===== src/rtl/adc2ch_pkg.sv =====
package adc2ch_pkg;

    localparam int RES_W = 16;
    localparam int CFG_W = 2;

    typedef struct packed {
        logic sgl;   // single-ended select, sent first
        logic odd;   // odd/sign select, sent second
    } mux_cfg_t;

    typedef enum logic [1:0] {
        ST_IDLE,
        ST_CONV,
        ST_XFER
    } seq_state_t;

    typedef struct packed {
        logic [RES_W-1:0] data;
        mux_cfg_t         cfg;
        logic             cfg_ok;
    } result_t;

    // word loaded into the transmit register: configuration then zeros
    function automatic logic [RES_W-1:0] frame_word(input mux_cfg_t c);
        return {c.sgl, c.odd, {(RES_W-CFG_W){1'b0}}};
    endfunction

endpackage


===== src/rtl/adc2ch_sckgen.sv =====
module adc2ch_sckgen #(
    parameter int HALF_DIV = 2
) (
    input  logic clk,
    input  logic rst,
    input  logic run,
    output logic sck,
    output logic rise_ev,
    output logic fall_ev
);
    localparam int DW = (HALF_DIV > 1) ? $clog2(HALF_DIV) : 1;

    logic [DW-1:0] div;
    logic          wrap;

    assign wrap    = run && (div == DW'(HALF_DIV - 1));
    assign rise_ev = wrap && !sck;
    assign fall_ev = wrap && sck;

    always_ff @(posedge clk) begin
        if (rst || !run) begin
            div <= '0;
            sck <= 1'b0;
        end else if (wrap) begin
            div <= '0;
            sck <= ~sck;
        end else begin
            div <= div + DW'(1);
        end
    end

    // an idle generator never leaves the clock high
    assert_idle_low_R3: assert property (@(posedge clk) disable iff (rst)
        (!run && !$past(run)) |-> !sck);

endmodule


===== src/rtl/adc2ch_shifter.sv =====
module adc2ch_shifter #(
    parameter int W = adc2ch_pkg::RES_W
) (
    input  logic         clk,
    input  logic         rst,
    input  logic         load,
    input  logic [W-1:0] load_word,
    input  logic         rise_ev,
    input  logic         fall_ev,
    input  logic         sdo_i,
    output logic         sdi_o,
    output logic [W-1:0] rx_word,
    output logic         all_in
);
    localparam int BW = $clog2(W + 1);

    logic [W-1:0]  tx;
    logic [BW-1:0] nbits;

    assign sdi_o  = tx[W-1];
    assign all_in = (nbits == BW'(W));

    always_ff @(posedge clk) begin
        if (rst) begin
            tx      <= '0;
            rx_word <= '0;
            nbits   <= '0;
        end else if (load) begin
            tx      <= load_word;
            rx_word <= '0;
            nbits   <= '0;
        end else begin
            if (rise_ev) begin
                rx_word <= {rx_word[W-2:0], sdo_i};
                nbits   <= nbits + BW'(1);
            end
            if (fall_ev) begin
                tx <= {tx[W-2:0], 1'b0};
            end
        end
    end

    // no rising serial edge beyond the result width
    assert_no_extra_rise_R4: assert property (@(posedge clk) disable iff (rst)
        rise_ev |-> (nbits < BW'(W)));

    // after the two configuration bits the data line is held at zero
    assert_sdi_tail_R5: assert property (@(posedge clk) disable iff (rst)
        (rise_ev && nbits >= BW'(2)) |-> !sdi_o);

endmodule


===== src/rtl/adc2ch_seq.sv =====
module adc2ch_seq
    import adc2ch_pkg::*;
#(
    parameter int CONV_CYCLES = 100
) (
    input  logic                clk,
    input  logic                rst,
    input  logic                req,
    input  mux_cfg_t            cfg_in,
    input  logic                fall_ev,
    input  logic                all_in,
    input  logic [RES_W-1:0]    rx_word,
    output logic                load,
    output logic                conv,
    output logic                busy,
    output logic                run,
    output logic                valid,
    output result_t             res
);
    localparam int CW = $clog2(CONV_CYCLES + 1);

    seq_state_t    state;
    logic [CW-1:0] cnt;
    mux_cfg_t      cur_cfg;
    mux_cfg_t      prev_cfg;
    logic          prev_ok;
    logic          done;

    assign load = (state == ST_IDLE) && req;
    assign run  = (state == ST_XFER);
    assign done = run && fall_ev && all_in;

    always_ff @(posedge clk) begin
        if (rst) begin
            state    <= ST_IDLE;
            cnt      <= '0;
            conv     <= 1'b0;
            busy     <= 1'b0;
            valid    <= 1'b0;
            res      <= '0;
            cur_cfg  <= '0;
            prev_cfg <= '0;
            prev_ok  <= 1'b0;
        end else begin
            valid <= 1'b0;
            case (state)
                ST_IDLE: begin
                    if (req) begin
                        state   <= ST_CONV;
                        conv    <= 1'b1;
                        busy    <= 1'b1;
                        cnt     <= '0;
                        cur_cfg <= cfg_in;
                    end
                end
                ST_CONV: begin
                    if (cnt == CW'(CONV_CYCLES - 1)) begin
                        conv  <= 1'b0;
                        state <= ST_XFER;
                    end else begin
                        cnt <= cnt + CW'(1);
                    end
                end
                ST_XFER: begin
                    if (done) begin
                        state    <= ST_IDLE;
                        busy     <= 1'b0;
                        valid    <= 1'b1;
                        res      <= '{data: rx_word, cfg: prev_cfg, cfg_ok: prev_ok};
                        prev_cfg <= cur_cfg;
                        prev_ok  <= 1'b1;
                    end
                end
                default: state <= ST_IDLE;
            endcase
        end
    end

    // result strobe lasts one cycle and coincides with busy low
    assert_valid_pulse_R7: assert property (@(posedge clk) disable iff (rst)
        valid |=> !valid);
    assert_busy_drop_R7: assert property (@(posedge clk) disable iff (rst)
        valid |-> !busy);

    // the latched configuration cannot change while a frame is in flight
    assert_req_ignored_R9: assert property (@(posedge clk) disable iff (rst)
        (busy && req) |=> $stable(cur_cfg));

endmodule


===== src/rtl/adc2ch_host.sv =====
module adc2ch_host
    import adc2ch_pkg::*;
#(
    parameter int CONV_CYCLES = 100,
    parameter int HALF_DIV    = 2
) (
    input  logic             clk,
    input  logic             rst,
    input  logic             req_i,
    input  logic [CFG_W-1:0] cfg_i,
    output logic             busy_o,
    output logic             valid_o,
    output logic [RES_W-1:0] data_o,
    output logic [CFG_W-1:0] data_cfg_o,
    output logic             data_cfg_ok_o,
    output logic             conv_o,
    output logic             sck_o,
    output logic             sdi_o,
    input  logic             sdo_i
);
    localparam int CW = $clog2(CONV_CYCLES + 1);
    localparam int HW = $clog2(HALF_DIV + 1);

    mux_cfg_t         cfg_s;
    logic             load, run, rise_ev, fall_ev, all_in;
    logic [RES_W-1:0] rx_word;
    result_t          res;

    assign cfg_s         = mux_cfg_t'(cfg_i);
    assign data_o        = res.data;
    assign data_cfg_o    = res.cfg;
    assign data_cfg_ok_o = res.cfg_ok;

    adc2ch_seq #(.CONV_CYCLES(CONV_CYCLES)) seq_i (
        .clk(clk), .rst(rst), .req(req_i), .cfg_in(cfg_s),
        .fall_ev(fall_ev), .all_in(all_in), .rx_word(rx_word),
        .load(load), .conv(conv_o), .busy(busy_o), .run(run),
        .valid(valid_o), .res(res)
    );

    adc2ch_sckgen #(.HALF_DIV(HALF_DIV)) sck_i (
        .clk(clk), .rst(rst), .run(run),
        .sck(sck_o), .rise_ev(rise_ev), .fall_ev(fall_ev)
    );

    adc2ch_shifter #(.W(RES_W)) shf_i (
        .clk(clk), .rst(rst), .load(load), .load_word(frame_word(cfg_s)),
        .rise_ev(rise_ev), .fall_ev(fall_ev), .sdo_i(sdo_i),
        .sdi_o(sdi_o), .rx_word(rx_word), .all_in(all_in)
    );

    // run-length counters watching the pins
    logic [CW-1:0] conv_len;
    logic [HW-1:0] hi_len;

    always_ff @(posedge clk) begin
        if (rst) begin
            conv_len <= '0;
            hi_len   <= '0;
        end else begin
            conv_len <= conv_o ? conv_len + CW'(1) : '0;
            hi_len   <= sck_o  ? hi_len + HW'(1)   : '0;
        end
    end

    // start line held for exactly the conversion time
    assert_conv_len_R2: assert property (@(posedge clk) disable iff (rst)
        $fell(conv_o) |-> (conv_len == CW'(CONV_CYCLES)));

    // serial clock quiet during conversion
    assert_quiet_conv_R3: assert property (@(posedge clk) disable iff (rst)
        conv_o |-> !sck_o);

    // serial clock high phase equals the half-period
    assert_sck_half_R10: assert property (@(posedge clk) disable iff (rst)
        $fell(sck_o) |-> (hi_len == HW'(HALF_DIV)));

endmodule


===== config.mk =====
export PLATFORM = sky130hd
export DESIGN_NAME = adc2ch_host
export DESIGN_NICKNAME = d
export VERILOG_FILES = /design/src/rtl/adc2ch_pkg.sv /design/src/rtl/adc2ch_sckgen.sv /design/src/rtl/adc2ch_shifter.sv /design/src/rtl/adc2ch_seq.sv /design/src/rtl/adc2ch_host.sv
export SDC_FILE = /design/constraint.sdc
export NUM_CORES = 1
export LEC_CHECK = 0
export BUFFER_PORTS_ARGS = -buffer_cell sky130_fd_sc_hd__buf_2
export CAP_MARGIN = 10
export CORE_MARGIN = 3
export CORE_UTILIZATION = 41
export DETAILED_ROUTE_END_ITERATION = 12
export HOLD_SLACK_MARGIN = 0.1
export PLACE_DENSITY = 0.65
export RECOVER_POWER = 50
export SYNTH_ARGS = -nofsm -noshare
export SYNTH_HDL_FRONTEND = slang
export SYNTH_SLANG_ARGS = --single-unit

===== constraint.sdc =====
create_clock -name clk -period 1.7 [get_ports clk]
set_clock_uncertainty 0.05 [all_clocks]
set_input_delay 0.34 -clock clk [delete_from_list [all_inputs] [get_ports clk]]
set_output_delay 0.34 -clock clk [all_outputs]
set_load 0.01 [all_outputs]

### Word-level counts from Yosys, hierarchy flattened

Cells that the tools add are included.

| operators by class | value |
|---|---|
| equal/unequal tests | 8 |
| bitwise operators | 2 |
| multiplexer cells | 15 |
| reductions and logical operators | 22 |
| add/subtract/negate cells | 3 |

Operators with widths:

| operator | number |
|---|---|
| 2-to-1 mux 16 bit | 2 |
| 2-to-1 mux 7 bit | 2 |
| one-hot mux 7 bit (2 select lines) | 1 |
| AND reduction 3 bit | 4 |
| adder 7 x 1 -> 7 bit (second input constant) | 1 |
| equality test 7 bit (second input constant) | 1 |
| logical AND 1 bit | 6 |
| 2-to-1 mux 2 bit | 3 |
| inequality test 2 bit (second input constant) | 3 |
| one-hot mux 2 bit (3 select lines) | 1 |
| nonzero test 2 bit | 3 |
| OR reduction 2 bit | 3 |
| adder 5 x 1 -> 5 bit (second input constant) | 1 |
| equality test 5 bit (second input constant) | 1 |
| 2-to-1 mux 1 bit | 4 |
| one-hot mux 1 bit (2 select lines) | 2 |
| AND reduction 2 bit | 2 |
| equality test 2 x 1 -> 1 bit (second input constant) | 1 |
| equality test 2 bit (second input constant) | 1 |
| zero test 1 bit | 2 |
| zero test 2 bit | 1 |
| inequality test 2 x 1 -> 1 bit (second input constant) | 1 |
| NOT 1 bit | 2 |
| adder 1 bit (second input constant) | 1 |
| logical OR 1 bit | 1 |

| storage, ports and cells | value |
|---|---|
| output and inout port bits | 24 |
| flip-flop bits (word level) | 61 |
| bits of input ports | 6 |
| word-level logic and storage cells | 69 |

### Longest topological paths before layout

Gate-level depths: netlist of the first run.

| logic depth | value |
|---|---|
| depth after elaboration | 7 |
| depth in mapped cells | 6 |
| depth with buffers taken out | 5 |

### Modules after synthesis

From an unflattened synthesis of the first run, not the netlist that was laid out.

| second synthesis, totals | value |
|---|---|
| cells, all modules | 321 |
| area, all modules | 3,030.4 um^2 |

By module, submodules not included:

| module | sequential area each (um^2) | cells an instance | instances | area each (um^2) |
|---|---|---|---|---|
| adc2ch_shifter | 740.7 | 151 | 1 | 1,586.5 |
| adc2ch_seq | 720.7 | 160 | 1 | 1,362.6 |
| adc2ch_sckgen | 40.0 | 9 | 1 | 77.6 |
| adc2ch_host | 0.0 | 1 | 1 | 3.8 |

### Worst setup path before layout of the first run

OpenSTA, ideal clock, no wires.

| timing path | value |
|---|---|
| kind | register to register |
| from | register shf_i.nbits[0] |
| to | register seq_i.prev_ok |
| setup time | 0.128 ns |
| buffers on the path | 1 |
| clock period less this slack | 1.408 ns |
| arrival time | 1.230 ns |
| setup slack | 0.292 ns |
| stages on the path, launching flop included | 7 |
| cells stage by stage | dfxtp_1 > inv_1 > ha_1 > and4bb_2 > clkbuf_1 > a21oi_1 > nor2_1 |

| on the way | value |
|---|---|
| longest elaborated chain between the ends | 3 |

RTL lines:

| what | RTL line | source |
|---|---|---|
| from (decl) | adc2ch_shifter.sv:18 | `logic [BW-1:0] nbits;` |
| from (signal assigned) | adc2ch_shifter.sv:35 | `nbits <= nbits + BW'(1);` |
| equality test 5 bit | adc2ch_shifter.sv:21 | `assign all_in = (nbits == BW'(W));` |
| logical AND 1 bit | adc2ch_seq.sv:31 | `assign done = run && fall_ev && all_in;` |
| AND reduction 2 bit (no source line) | n/a |  |
| to (signal assigned) | adc2ch_seq.sv:43 | `prev_ok <= 1'b0;` |
| to (signal assigned) | adc2ch_seq.sv:71 | `prev_ok <= 1'b1;` |
| to (decl) | adc2ch_seq.sv:26 | `logic prev_ok;` |

Every way passes these cells.
A chain may end at the register's enable or synchronous reset.

### Final worst setup path of the first run

| timing path | value |
|---|---|
| from | register seq_i.state[0] |
| to | register seq_i.cnt[5] |

| on the way | value |
|---|---|
| longest elaborated chain between the ends | 3 |
| elaborated cells between the ends (all ways) | 7 |
| classes of those cells | eq/ne: 3; mux: 1; reduce/logical: 3 |

RTL lines:

| what | RTL line | source |
|---|---|---|
| from (decl) | adc2ch_seq.sv:22 | `seq_state_t state;` |
| from (signal assigned) | adc2ch_seq.sv:35 | `state <= ST_IDLE;` |
| from (signal assigned) | adc2ch_seq.sv:49 | `state <= ST_CONV;` |
| from (signal assigned) | adc2ch_seq.sv:59 | `state <= ST_XFER;` |
| equality test 2 x 1 -> 1 bit / zero test 2 bit (equally long branches) | adc2ch_seq.sv:46 | `case (state)` |
| inequality test 2 bit (no source line) / nonzero test 2 bit (equally long branches) | n/a |  |
| AND reduction 3 bit (no source line) | n/a |  |
| to (signal assigned) | adc2ch_seq.sv:61 | `cnt <= cnt + CW'(1);` |
| to (decl) | adc2ch_seq.sv:23 | `logic [CW-1:0] cnt;` |

Several ways; a longest one is shown, not always the timed one.

==> results.md, run 1 <==
* Switching share of total power at 22.3%
* Buffer levels on the longest clock path at 2
* Required time at the worst-slack endpoint at 1920 ps
* Final Cycle Share at 92.7%
* Post_cts resized at 0
* Maximum capacitance violations at 0
* Detailed-route via count at 2054
* Leakage at 0.922 nW
* Buffers added on ports at 29
* Max Transition Viols Final at 0
* Worst slew pin tran at 362 ps
* RePlAce Congestion at 0.873
* DIE AREA at 0.00703 sq mm
* Filler instances at 565
* Pwr Total at 0.00297 W
* Clk pin slew, worst setup/hold paths at 70 ps
* Power share of the sequential group at 48.9%
* Number of nets with antenna violations after routing at 0
* Min-Delay Path Class: in2reg
* Total Routing Usage GR at 14.8%
* Family of cells with the greatest summed delay on the critical path: flip-flops
* Portion of the post-synthesis area used by sequential elements at 49.1%
* Max Clk Rate at 635 MHz
* Post-synth top flop: sky130_fd_sc_hd__dfxtp_1
* Routed wire per std cell at 12.7 microns
* Util after Layout at 50.8%
* Post-synthesis to final-layout area growth at 16.0%
* Floorplan Core Area at 0.00568 sq mm
* Initial core utilization at 43.8%
* Cts-stage hold buffer count at 0
* Root buffer cell: sky130_fd_sc_hd__clkbuf_8
* Power per unit of standard cell area at 1030 mW/mm^2
* Max-Slew Margin vs Limit at 75.2%
* Overall die width at 83.9 microns
* Worst-path maximum fanout at 14
* Maximum vdd ir drop at 0.000570 V
* Post-CTS setup repair buffer count at 0
* First-pass detailed-route iteration total at 4
* Yosys synthesis warning count at 0
* Placement Rows at 27
* Average cell area after synthesis at 8.60 sq um
* Endpoints failing setup at 0
* Detailed-route DRC error count at 0
* Arrival time of the worst setup path at 1790 ps
* Sequential cell area at 0.00122 sq mm
* Clock tree from TritonCTS: done
* Count of buffering cells on the critical path with inverters included at 0
* Netlist cell types at 46
* Slowest cell on the critical path: sky130_fd_sc_hd__dfxtp_1
* Flops & latches, synth at 61
* Diode count at 0
* Total CTS buffers at 9
* Run status: finished, final reports clean
* P_int at 0.00231 W
* Async S/R FF share, synth at 0%
* Num ports at 30
* DP HPWL at 3.29 mm
* Time the final worst path needs with I/O delays and setup at 1580 ps
* Number of nets produced by synthesis at 298
* Largest net degree at the start of global routing at 26
* Accumulated negative setup slack at 0 ps
* Commonest cells after routing, fill and taps aside: 61 x sky130_fd_sc_hd__dfxtp_1, 51 x sky130_fd_sc_hd__a21oi_1, 46 x sky130_fd_sc_hd__nand2_1, 27 x sky130_fd_sc_hd__nand3_1, 27 x sky130_fd_sc_hd__o21ai_0
* Worst hold slack at 209 ps
* Final WL at 4.98 mm
* Nets at 325
* Skew-Pair Late Insertion Delay at 330 ps
* DRC marker count from the first detailed-route iteration at 118
* Launching element type of the critical path: flop
* Net Switching at 0.000663 W
* Number of enable flip-flop cells after synthesis at 0
* Synth Cell Area at 0.00249 sq mm
* Kind of critical path: reg2reg
* Die height at 83.9 microns
* RSZ-0062 raised after global routing: no
* Kind of capture point of the worst setup path: flop
* Cell-by-cell trace of the critical path: o21bai_2 -> or4_4 -> a21oi_2
* Number of standard cells after synthesis at 289
* Proportion of layout cells with a drive suffix above 1 at 11.8%
* Multi-input combinational cell area at 0.00111 sq mm
* # H-tree levels at 3
* Residual overflow from global routing at 0
* Final hold violation count at 0
* Highest cell delay on the worst timing path at 560 ps
* Leading cell type in the layout, fill and taps excluded: sky130_fd_sc_hd__dfxtp_1
* Clock share of power at 47.9%
* Antenna violations before repair at 0
* Vias per cell at 5.23
* TritonCTS sink count at 61
* Combinational fraction of design power at 3.1%
* Number of global-route vias before repair at 1883
* Wire length of the first global-routing pass at 8.47 mm
flip-flops by register name, indices dropped and copies added (netlist names), 2 cells and up:
name            count
seq_i.state         2
seq_i.cur_cfg       2
seq_i.cnt           7
shf_i.rx_word      16
seq_i.res          19
shf_i.tx            2
seq_i.prev_cfg      2
shf_i.nbits         5
cells by family (layout without fill, tap and decap cells):
logic type / after synthesis / in the layout / synth area share [%]
buffers and inverters: 29 / 61 / 5.64
DFF: 61 / 61 / 49.1
muxes: 1 / 1 / 0.403
xor gates and xnor gates: 1 / 1 / 0.352
and+or+nand+nor: 103 / 103 / 22.3
AOI/OAI and AO/OA: 91 / 91 / 20.6
adders and majority gates: 3 / 3 / 1.51
worst register-to-register path, delay by kind of cell (launching register included):
kind	cells	cell delay [ps]
DFF	1	560
and+or+nand+nor	1	550
AOI/OAI and AO/OA	2	350
cell usage after synthesis, types with 2 or more instances:
| cell type | number | area share (%) |
|---|---|---|
| sky130_fd_sc_hd__dfxtp_1 | 61 | 49 |
| sky130_fd_sc_hd__a21oi_1 | 51 | 10 |
| sky130_fd_sc_hd__nand2_1 | 46 | 6.9 |
| sky130_fd_sc_hd__nand3_1 | 27 | 5.4 |
| sky130_fd_sc_hd__o21ai_0 | 27 | 5.4 |
| sky130_fd_sc_hd__clkbuf_1 | 10 | 1.5 |
| sky130_fd_sc_hd__buf_2 | 7 | 1.4 |
| sky130_fd_sc_hd__inv_1 | 7 | 1.1 |
| sky130_fd_sc_hd__buf_4 | 4 | 1.2 |
| sky130_fd_sc_hd__or3_1 | 4 | 1.0 |
| sky130_fd_sc_hd__and4bb_2 | 3 | 1.5 |
| sky130_fd_sc_hd__ha_1 | 3 | 1.5 |
| sky130_fd_sc_hd__a21o_1 | 2 | 0.60 |
| sky130_fd_sc_hd__and2_1 | 2 | 0.50 |
| sky130_fd_sc_hd__nor2_1 | 2 | 0.30 |
| sky130_fd_sc_hd__nor3_1 | 2 | 0.40 |
| sky130_fd_sc_hd__nor4_1 | 2 | 0.50 |
stage by stage:
stage          setup WS (ps)  area, sq um  instances
2_1_floorplan            292         2490        289
6_report                 125         2880        393
4_1_cts                  158         2940        393
3_5_place_dp             166         2710        377
3_3_place_gp             203         2710        377
5_1_grt                 31.7         2880        393
path summary, 6_finish.rpt:
check / cells past startpoint / slack [ps] / end / from
worst max-delay path: 3 / 120 / seq_i.cnt[5]$_SDFFE_PP0P_ / seq_i.state[0]$_SDFFE_PP0P_
worst min-delay path: 3 / 210 / seq_i.cur_cfg[1]$_SDFFE_PP0P_ / cfg_i[1]
worst max register to register: 3 / 120 / seq_i.cnt[5]$_SDFFE_PP0P_ / seq_i.state[0]$_SDFFE_PP0P_
worst min register to register: 2 / 410 / shf_i.rx_word[15]$_SDFFE_PP0P_ / shf_i.rx_word[15]$_SDFFE_PP0P_
power by group through the flow:
stage	sequential, W	combinational [W]	clock (W)
6_report	0.00146	0.0000926	0.00143
3_5_place_dp	0.00149	0.0000971	0
4_1_cts	0.00146	0.0000974	0.00146
3_3_place_gp	0.00149	0.0000974	0
5_1_grt	0.00146	0.000104	0.00153
2_1_floorplan	0.00149	0.0000673	0
area by class of cell:
class	count	area share, %
clock buffers	9	4.30
clock inverters	7	3.43
inverters	7	0.911
multi-input cells	199	38.4
flip-flops and latches	61	42.4
well taps	72	3.13
repair buffers	38	7.51
metal layers:
| layer | vias to the layer above | part of all wire (%) | track usage [%] |
|---|---|---|---|
| met1 | 944 | 49 | 18.1 |
| met5 | - | 0 | 0 |
| met4 | 0 | 0.68 | 5.41 |
| li1 | 1076 | - | - |
| met3 | 4 | 4.2 | 5.53 |
| met2 | 30 | 46 | 23.7 |
Power figures use the tool's default switching activity.
==> inputs of run 2 (changes only) <==
PLACE_DENSITY = 0.64   (was 0.65)
SYNTH_HIERARCHICAL = 1   (was default)
==> run 2 against run 1 <==
  * Global-route usage down 0.18 points
  * Sequential power increased by 25%
  * Area after synthesis is 22% higher
  * Sequential cell count grew 14
  * Critical path type unchanged
  * Synthesized cell count increased by 11%
  * Largest cell class unchanged
==> results.md, run 2 <==
* Run status: finished, final reports clean
* Post-synth top flop: sky130_fd_sc_hd__dfxtp_1
* Max Clk Rate at 603 MHz (-5.0%)
* Buffers added on ports at 29 (unchanged)
* Commonest cells after routing, fill and taps aside: 74 x sky130_fd_sc_hd__dfxtp_1, 45 x sky130_fd_sc_hd__nand2_1, 35 x sky130_fd_sc_hd__mux2i_1, 34 x sky130_fd_sc_hd__nor2_1, 29 x sky130_fd_sc_hd__a21oi_1
* Number of cells in the finished layout apart from fillers at 468 (+19%)
* Clock tree from TritonCTS: done
* Buffer levels on the longest clock path at 2 (unchanged)
* Maximum vdd ir drop at 0.000577 V (+1.2%)
* Power per unit of standard cell area at 1000 mW/mm^2 (-2.9%)
* Number of global-route vias before repair at 2241 (+19%)
* Area contributors post-synth: sky130_fd_sc_hd__dfxtp_1 50%, sky130_fd_sc_hd__mux2i_1 12%, sky130_fd_sc_hd__nand2_1 5.6%
* Time the final worst path needs with I/O delays and setup at 1660 ps (+83.0 ps)
* Total CTS buffers at 9 (unchanged)
* Synth Cell Area at 0.00303 sq mm (+22%)
* Util after Layout at 52.1% (+1.3 points)
* Num ports at 30 (unchanged)
* Library cell with the highest instance count after synthesis: sky130_fd_sc_hd__dfxtp_1
* Arrival time of the worst setup path at 1830 ps (+40 ps)
* Residual overflow from global routing at 0 (unchanged)
* Wire length of the first global-routing pass at 10.1 mm (+19%)
* Required time at the worst-slack endpoint at 1870 ps (-50 ps)
* Flip-flop count of the largest register, all copies and words added at 19 (unchanged)
* DRC marker count from the first detailed-route iteration at 87 (-26%)
* Detail Route met3 WL at 206 microns (-2.4%)
* Nets at 377 (+16%)
* Diode count at 0 (unchanged)
* Final hold violation count at 0 (unchanged)
* Final Cycle Share at 97.6% (+4.9 points)
* Floorplan Core Area at 0.00698 sq mm (+23%)
* Placement Rows at 30 (+11%)
* Highest layer used for signal routing: met4
* Average cell area after synthesis at 9.44 sq um (+9.7%)
* Endpoints failing setup at 0 (unchanged)
* Async S/R FF share, synth at 0% (unchanged)
* Antenna violations before repair at 0 (unchanged)
* Netlist cell types at 43 (-6.5%)
* Overall die width at 92.0 microns (+9.7%)
* Post-Place Cell Area at 0.00339 sq mm (+25%)
* Post-synthesis to final-layout area growth at 20.1%
* DP HPWL at 3.77 mm (+15%)
* RePlAce Congestion at 0.790 (-9.5%)
* # H-tree levels at 3 (unchanged)
* DIE AREA at 0.00846 sq mm (+20%)
* Commonest cells post-synth: 75 x sky130_fd_sc_hd__dfxtp_1, 45 x sky130_fd_sc_hd__nand2_1, 35 x sky130_fd_sc_hd__mux2i_1, 35 x sky130_fd_sc_hd__nor2_1, 29 x sky130_fd_sc_hd__a21oi_1
* Proportion of layout cells with a drive suffix above 1 at 12.9% (+1.1 points)
* Worst hold slack at 212 ps (+2.63 ps)
* Largest net degree at the start of global routing at 32 (+23%)
* Skew-Pair Late Insertion Delay at 330 ps (about the same)
* First-pass detailed-route iteration total at 4 (unchanged)
* Wire length on met1 at 3.01 mm (+23%)
* Flops & latches, synth at 75 (+23%)
* Post-CTS setup repair buffer count at 0 (unchanged)
* Worst-path maximum fanout at 8 (-6)
* Number of standard cells after synthesis at 321 (+11%)
* TritonCTS sink count at 75 (+23%)
* Detailed-route via count at 2264 (+10%)
* Clk pin slew, worst setup/hold paths at 70 ps (about the same)
* Total Routing Usage GR at 14.6% (-0.18 points)
* Library cell occupying the most area in the post-synthesis netlist: sky130_fd_sc_hd__dfxtp_1
* Maximum capacitance violations at 0 (unchanged)
* Min-Delay Path Class: in2reg
* Number of nets with antenna violations after routing at 0 (unchanged)
* Cell area after layout at 0.00364 sq mm (+26%)
* Top flop regs: seq_i/res x19, shf_i/rx_word x16, shf_i/tx x16
* Final WL at 5.82 mm (+17%)
* Root buffer cell: sky130_fd_sc_hd__clkbuf_8
* Routed wire per std cell at 12.4 microns (-1.8%)
* Portion of the post-synthesis area used by sequential elements at 49.5% (+0.43 points)
* Number of enable flip-flop cells after synthesis at 0 (unchanged)
* Kind of capture point of the worst setup path: flop
* Filler instances at 697 (+23%)
* Initial core utilization at 43.4% (-0.40 points)
* Launching element type of the critical path: flop
* Vias per cell at 4.84 (-7.4%)
* Kind of critical path: reg2reg
* Yosys synthesis warning count at 6 (+6)
* Leading cell type in the layout, fill and taps excluded: sky130_fd_sc_hd__dfxtp_1
* Leakage at 1.24 nW (+35%)
* Die height at 92.0 microns (+9.7%)
* Inst Count DP at 453 (+20%)
* Max Transition Viols Final at 0 (unchanged)
* Portion of synthesized cell area occupied by the leading cell type at 49.5% (+0.43 points)
* Accumulated negative setup slack at 0 ps (unchanged)
* Detailed-route DRC error count at 0 (unchanged)
* Register name with the most flops: seq_i/res
* DR WL met2 at 2.52 mm (+10%)
-- run 2: power by group --
group          switching (W)  internal [W]
Combinational       0.000105     0.0000801
Sequential         0.0000235       0.00180
Clock               0.000628       0.00101
-- run 2: timing repair --
item                                    CTS  global route
endpoints found under the setup margin    2            52
hold buffers                              0             0
cloned                                    0             0
pin swaps                                 1             3
gates resized for setup                   0             9
-- run 2: final cells by class --
cell class                      instances  area, sq um  area share [%]
Clock inverter                          4         98.8            2.72
Timing Repair Buffer                   43          283            7.77
Sequential cell                        75         1500            41.3
Tap cell                               96          120            3.30
Inverter                                4         15.0           0.413
Multi-Input combinational cell        235         1480            40.6
Clock buffer                           11          141            3.88
-- run 2: path summary, 6_finish.rpt --
kind                         startpoint                             to  slack (ps)  depth (start not counted)
max           seq_i/cnt[0]$_SDFFE_PP0P_      seq_i/cnt[6]$_SDFFE_PP0P_          40                          4
min                               sdo_i  shf_i/rx_word[0]$_SDFFE_PP0P_         210                          3
max reg2reg   seq_i/cnt[0]$_SDFFE_PP0P_      seq_i/cnt[6]$_SDFFE_PP0P_          40                          4
min reg2reg  seq_i/res[11]$_SDFFE_PP0P_     seq_i/res[11]$_SDFFE_PP0P_         410                          2
-- run 2: metrics by stage --
stage	setup WS, ps	power, W
5_1_grt	-9.35	0.00378
3_3_place_gp	41.4	0.00204
6_report	41.6	0.00365
2_1_floorplan	62.6	0.00198
3_5_place_dp	6.44	0.00205
4_1_cts	17.3	0.00369
-- run 2: worst max-delay path, cell delays in order (launching register included) --
cell and delay, ps:
sky130_fd_sc_hd__dfxtp_2 340, sky130_fd_sc_hd__ha_2 190, sky130_fd_sc_hd__and2_1 160, sky130_fd_sc_hd__a311o_2 440, sky130_fd_sc_hd__a311o_1 370
-- run 2: cell families after synthesis --
logic type / synth area share [%]
simple gates: 20.7
flops: 49.5
compound gates: 10.9
mux: 12.3
buf+inv: 4.58
fa+ha+maj: 1.24
xor+xnor: 0.578
other cells: 0.124
-- run 2: routing by layer --
layer | up-vias | global-route usage [%]
met1 | 1045 | 19.3
met5 | - | 0
met2 | 33 | 22.9
met3 | 9 | 3.45
li1 | 1177 | -
met4 | 0 | 5.94
==> inputs of run 3 (changes only) <==
MAX_ROUTING_LAYER = met4   (was default)
==> run 3 against run 2 <==
  * First-iteration DRC count rose by 8.0%
  * Core utilization did not move
  * Count of clock-buffer cells in the layout did not move
  * Non-clock buffer count did not move
  * Largest power group unchanged
  * Via count fell by 0.49%
  * Final cell count did not move
  * Critical endpoint unchanged
  * Sequential cell count did not move
  * Die area did not move
  * Routed wire length barely moved
  * Critical path depth did not move
  * Design area did not move
  * Total power barely moved
==> results.md, run 3 (synthesized netlist as in run 2, its figures left out) <==
* Run status: finished, final reports clean
* Family of cells with the greatest summed delay on the critical path: compound AO/OA/AOI/OAI gates
* Diode count at 0 (unchanged)
* Vias per cell at 4.81 (-0.49%)
* Worst reg2reg endpoint: seq_i/cnt[6]$_SDFFE_PP0P_
* Floorplan Core Area at 0.00698 sq mm (unchanged)
* Kind of critical path: reg2reg
* DRC marker count from the first detailed-route iteration at 94 (+8.0%)
* Filler instances at 697 (unchanged)
* Beginning of the worst register-to-register path: seq_i/cnt[0]$_SDFFE_PP0P_
* Initial core utilization at 43.4% (unchanged)
* Highest cell delay on the worst timing path at 440 ps (about the same)
* Maximum capacitance violations at 0 (unchanged)
* Worst hold slack at 211 ps (-1.32 ps)
* Overall die width at 92.0 microns (unchanged)
* Final WL at 5.82 mm (about the same)
* R2R depth at 4 (unchanged)
* Die height at 92.0 microns (unchanged)
* Total Routing Usage GR at 15.0% (+0.40 points)
* Cell-by-cell trace of the critical path: ha_2 -> and2_1 -> a311o_2 -> a311o_1
* Multi-input combinational cell area at 0.00148 sq mm (unchanged)
* Power share of the sequential group at 49.9% (about the same)
* Num ports at 30 (unchanged)
* Required time at the worst-slack endpoint at 1870 ps (about the same)
* Final hold violation count at 0 (unchanged)
* First-pass detailed-route iteration total at 4 (unchanged)
* Worst-path maximum fanout at 8 (unchanged)
* Combinational fraction of design power at 5.1% (about the same)
* Slowest cell on the critical path: sky130_fd_sc_hd__a311o_2
* P_int at 0.00289 W (about the same)
* Nets at 377 (unchanged)
* Max Clk Rate at 602 MHz (-0.17%)
* Kind of capture point of the worst setup path: flop
* Clk pin slew, worst setup/hold paths at 70 ps (about the same)
* Wire length of the first global-routing pass at 10.1 mm (about the same)
* DP HPWL at 3.77 mm (unchanged)
* Detailed-route via count at 2253 (-0.49%)
* Root buffer cell: sky130_fd_sc_hd__clkbuf_8
* Routed wire per std cell at 12.4 microns (about the same)
* Net Switching at 0.000757 W (about the same)
* Residual overflow from global routing at 0 (unchanged)
* DIE AREA at 0.00846 sq mm (unchanged)
* Clock share of power at 45.0% (about the same)
* Number of nets with antenna violations after routing at 0 (unchanged)
* Skew-Pair Late Insertion Delay at 330 ps (about the same)
* Proportion of layout cells with a drive suffix above 1 at 12.9% (unchanged)
* # H-tree levels at 3 (unchanged)
* Origin of the worst min-delay path: sdo_i
* Leading cell type in the layout, fill and taps excluded: sky130_fd_sc_hd__dfxtp_1
* Buffers added on ports at 29 (unchanged)
* Detailed-route DRC error count at 0 (unchanged)
* Buffer levels on the longest clock path at 2 (unchanged)
* Hold-critical path depth at 3 (unchanged)
* Register name with the most flops: seq_i/res
* Count of buffering cells on the critical path with inverters included at 0 (unchanged)
* Number of cells in the finished layout apart from fillers at 468 (unchanged)
* Largest net degree at the start of global routing at 32 (unchanged)
* Clock tree from TritonCTS: done
* Launching element type of the critical path: flop
* Number of global-route vias before repair at 2242 (+0.045%)
* Pwr Total at 0.00365 W (about the same)
* Cell area after layout at 0.00364 sq mm (unchanged)
* Min-Delay Path Class: in2reg
* Inst Count DP at 453 (unchanged)
* Final Cycle Share at 97.7% (+0.17 points)
* Leakage at 1.24 nW (unchanged)
* Time the final worst path needs with I/O delays and setup at 1660 ps (+2.83 ps)
* Placement Rows at 30 (unchanged)
* Post-CTS setup repair buffer count at 0 (unchanged)
* Destination of the worst hold path: shf_i/rx_word[0]$_SDFFE_PP0P_
* RePlAce Congestion at 0.801 (+1.4%)
* Power per unit of standard cell area at 1000 mW/mm^2 (about the same)
* Top flop regs: seq_i/res x19, shf_i/rx_word x16, shf_i/tx x16
* TritonCTS sink count at 75 (unchanged)
* Flip-flop count of the largest register, all copies and words added at 19 (unchanged)
* Antenna violations before repair at 0 (unchanged)
* Post-Place Cell Area at 0.00339 sq mm (unchanged)
* R2R Setup Slk at 40 ps (about the same)
* Max Transition Viols Final at 0 (unchanged)
* Post-synthesis to final-layout area growth at 20.1% (unchanged)
* Switching share of total power at 20.8% (about the same)
* Commonest cells after routing, fill and taps aside: 74 x sky130_fd_sc_hd__dfxtp_1, 45 x sky130_fd_sc_hd__nand2_1, 35 x sky130_fd_sc_hd__mux2i_1, 34 x sky130_fd_sc_hd__nor2_1, 29 x sky130_fd_sc_hd__a21oi_1
* Total CTS buffers at 9 (unchanged)
* Sequential cell area at 0.00150 sq mm (unchanged)
* Arrival time of the worst setup path at 1840 ps (about the same)
* Maximum vdd ir drop at 0.000579 V (+0.28%)
* Endpoints failing setup at 0 (unchanged)
[run 3: power by group through the flow]
| stage | Sequential, W | Clock [W] | Combinational [W] |
|---|---|---|---|
| after floorplan | 0.00186 | 0 | 0.000123 |
| after global placement | 0.00186 | 0 | 0.000183 |
| after detailed placement | 0.00186 | 0 | 0.000186 |
| after CTS | 0.00182 | 0.00168 | 0.000187 |
| after global routing | 0.00183 | 0.00175 | 0.000210 |
| final | 0.00182 | 0.00164 | 0.000186 |
[run 3: area by class of cell]
class / count / area share, %
flip-flops and latches: 75 / 41.3
multi-input cells: 235 / 40.6
clock inverters: 4 / 2.72
clock buffers: 11 / 3.88
repair buffers: 43 / 7.77
well taps: 96 / 3.30
inverters: 4 / 0.413
[run 3: worst min-delay path, cell delays in order]
cell,delay (ps)
sky130_fd_sc_hd__buf_2,80
sky130_fd_sc_hd__mux2i_1,60
sky130_fd_sc_hd__nor2_1,80
[run 3: per-stage QoR]
step,TNS (ps),utilization [%],setup slack [ps]
3_5_place_dp,0,48.6,6.44
2_1_floorplan,0,-,62.6
4_1_cts,0,52.0,17.3
5_1_grt,-9.35,52.1,-9.35
6_report,0,52.1,38.8
3_3_place_gp,0,48.6,41.4
[run 3: what timing repair did]
item                                   CTS  global route
pin swaps                                1             3
endpoints found under the hold margin    0             0
setup endpoints to repair                2            52
gates cloned                             0             0
resized for setup                        0             9
hold buffers                             0             0
[run 3: how the worst max path moves through the flow]
stage / from / endpoint / slack [ps] / cells after the start
floorplan: seq_i/cnt[0]$_SDFFE_PP0P_ / seq_i/cnt[5]$_SDFFE_PP0P_ / 60 / 4
global placement: seq_i/cnt[0]$_SDFFE_PP0P_ / seq_i/cnt[6]$_SDFFE_PP0P_ / 40 / 4
detailed placement: seq_i/cnt[0]$_SDFFE_PP0P_ / seq_i/cnt[5]$_SDFFE_PP0P_ / 6 / 4
CTS: seq_i/cnt[0]$_SDFFE_PP0P_ / seq_i/cnt[5]$_SDFFE_PP0P_ / 20 / 6
global route: seq_i/cnt[0]$_SDFFE_PP0P_ / seq_i/cnt[6]$_SDFFE_PP0P_ / -9 / 4
finish: seq_i/cnt[0]$_SDFFE_PP0P_ / seq_i/cnt[6]$_SDFFE_PP0P_ / 40 / 4
[run 3: layer usage]
metal  up-vias  routed length [microns]  GRT usage [%]
met5         -                        0              -
li1       1176                        -              -
met1      1037                     3030           19.4
met4         0                       55           5.94
met2        33                     2550           22.9
met3         7                      180           3.20
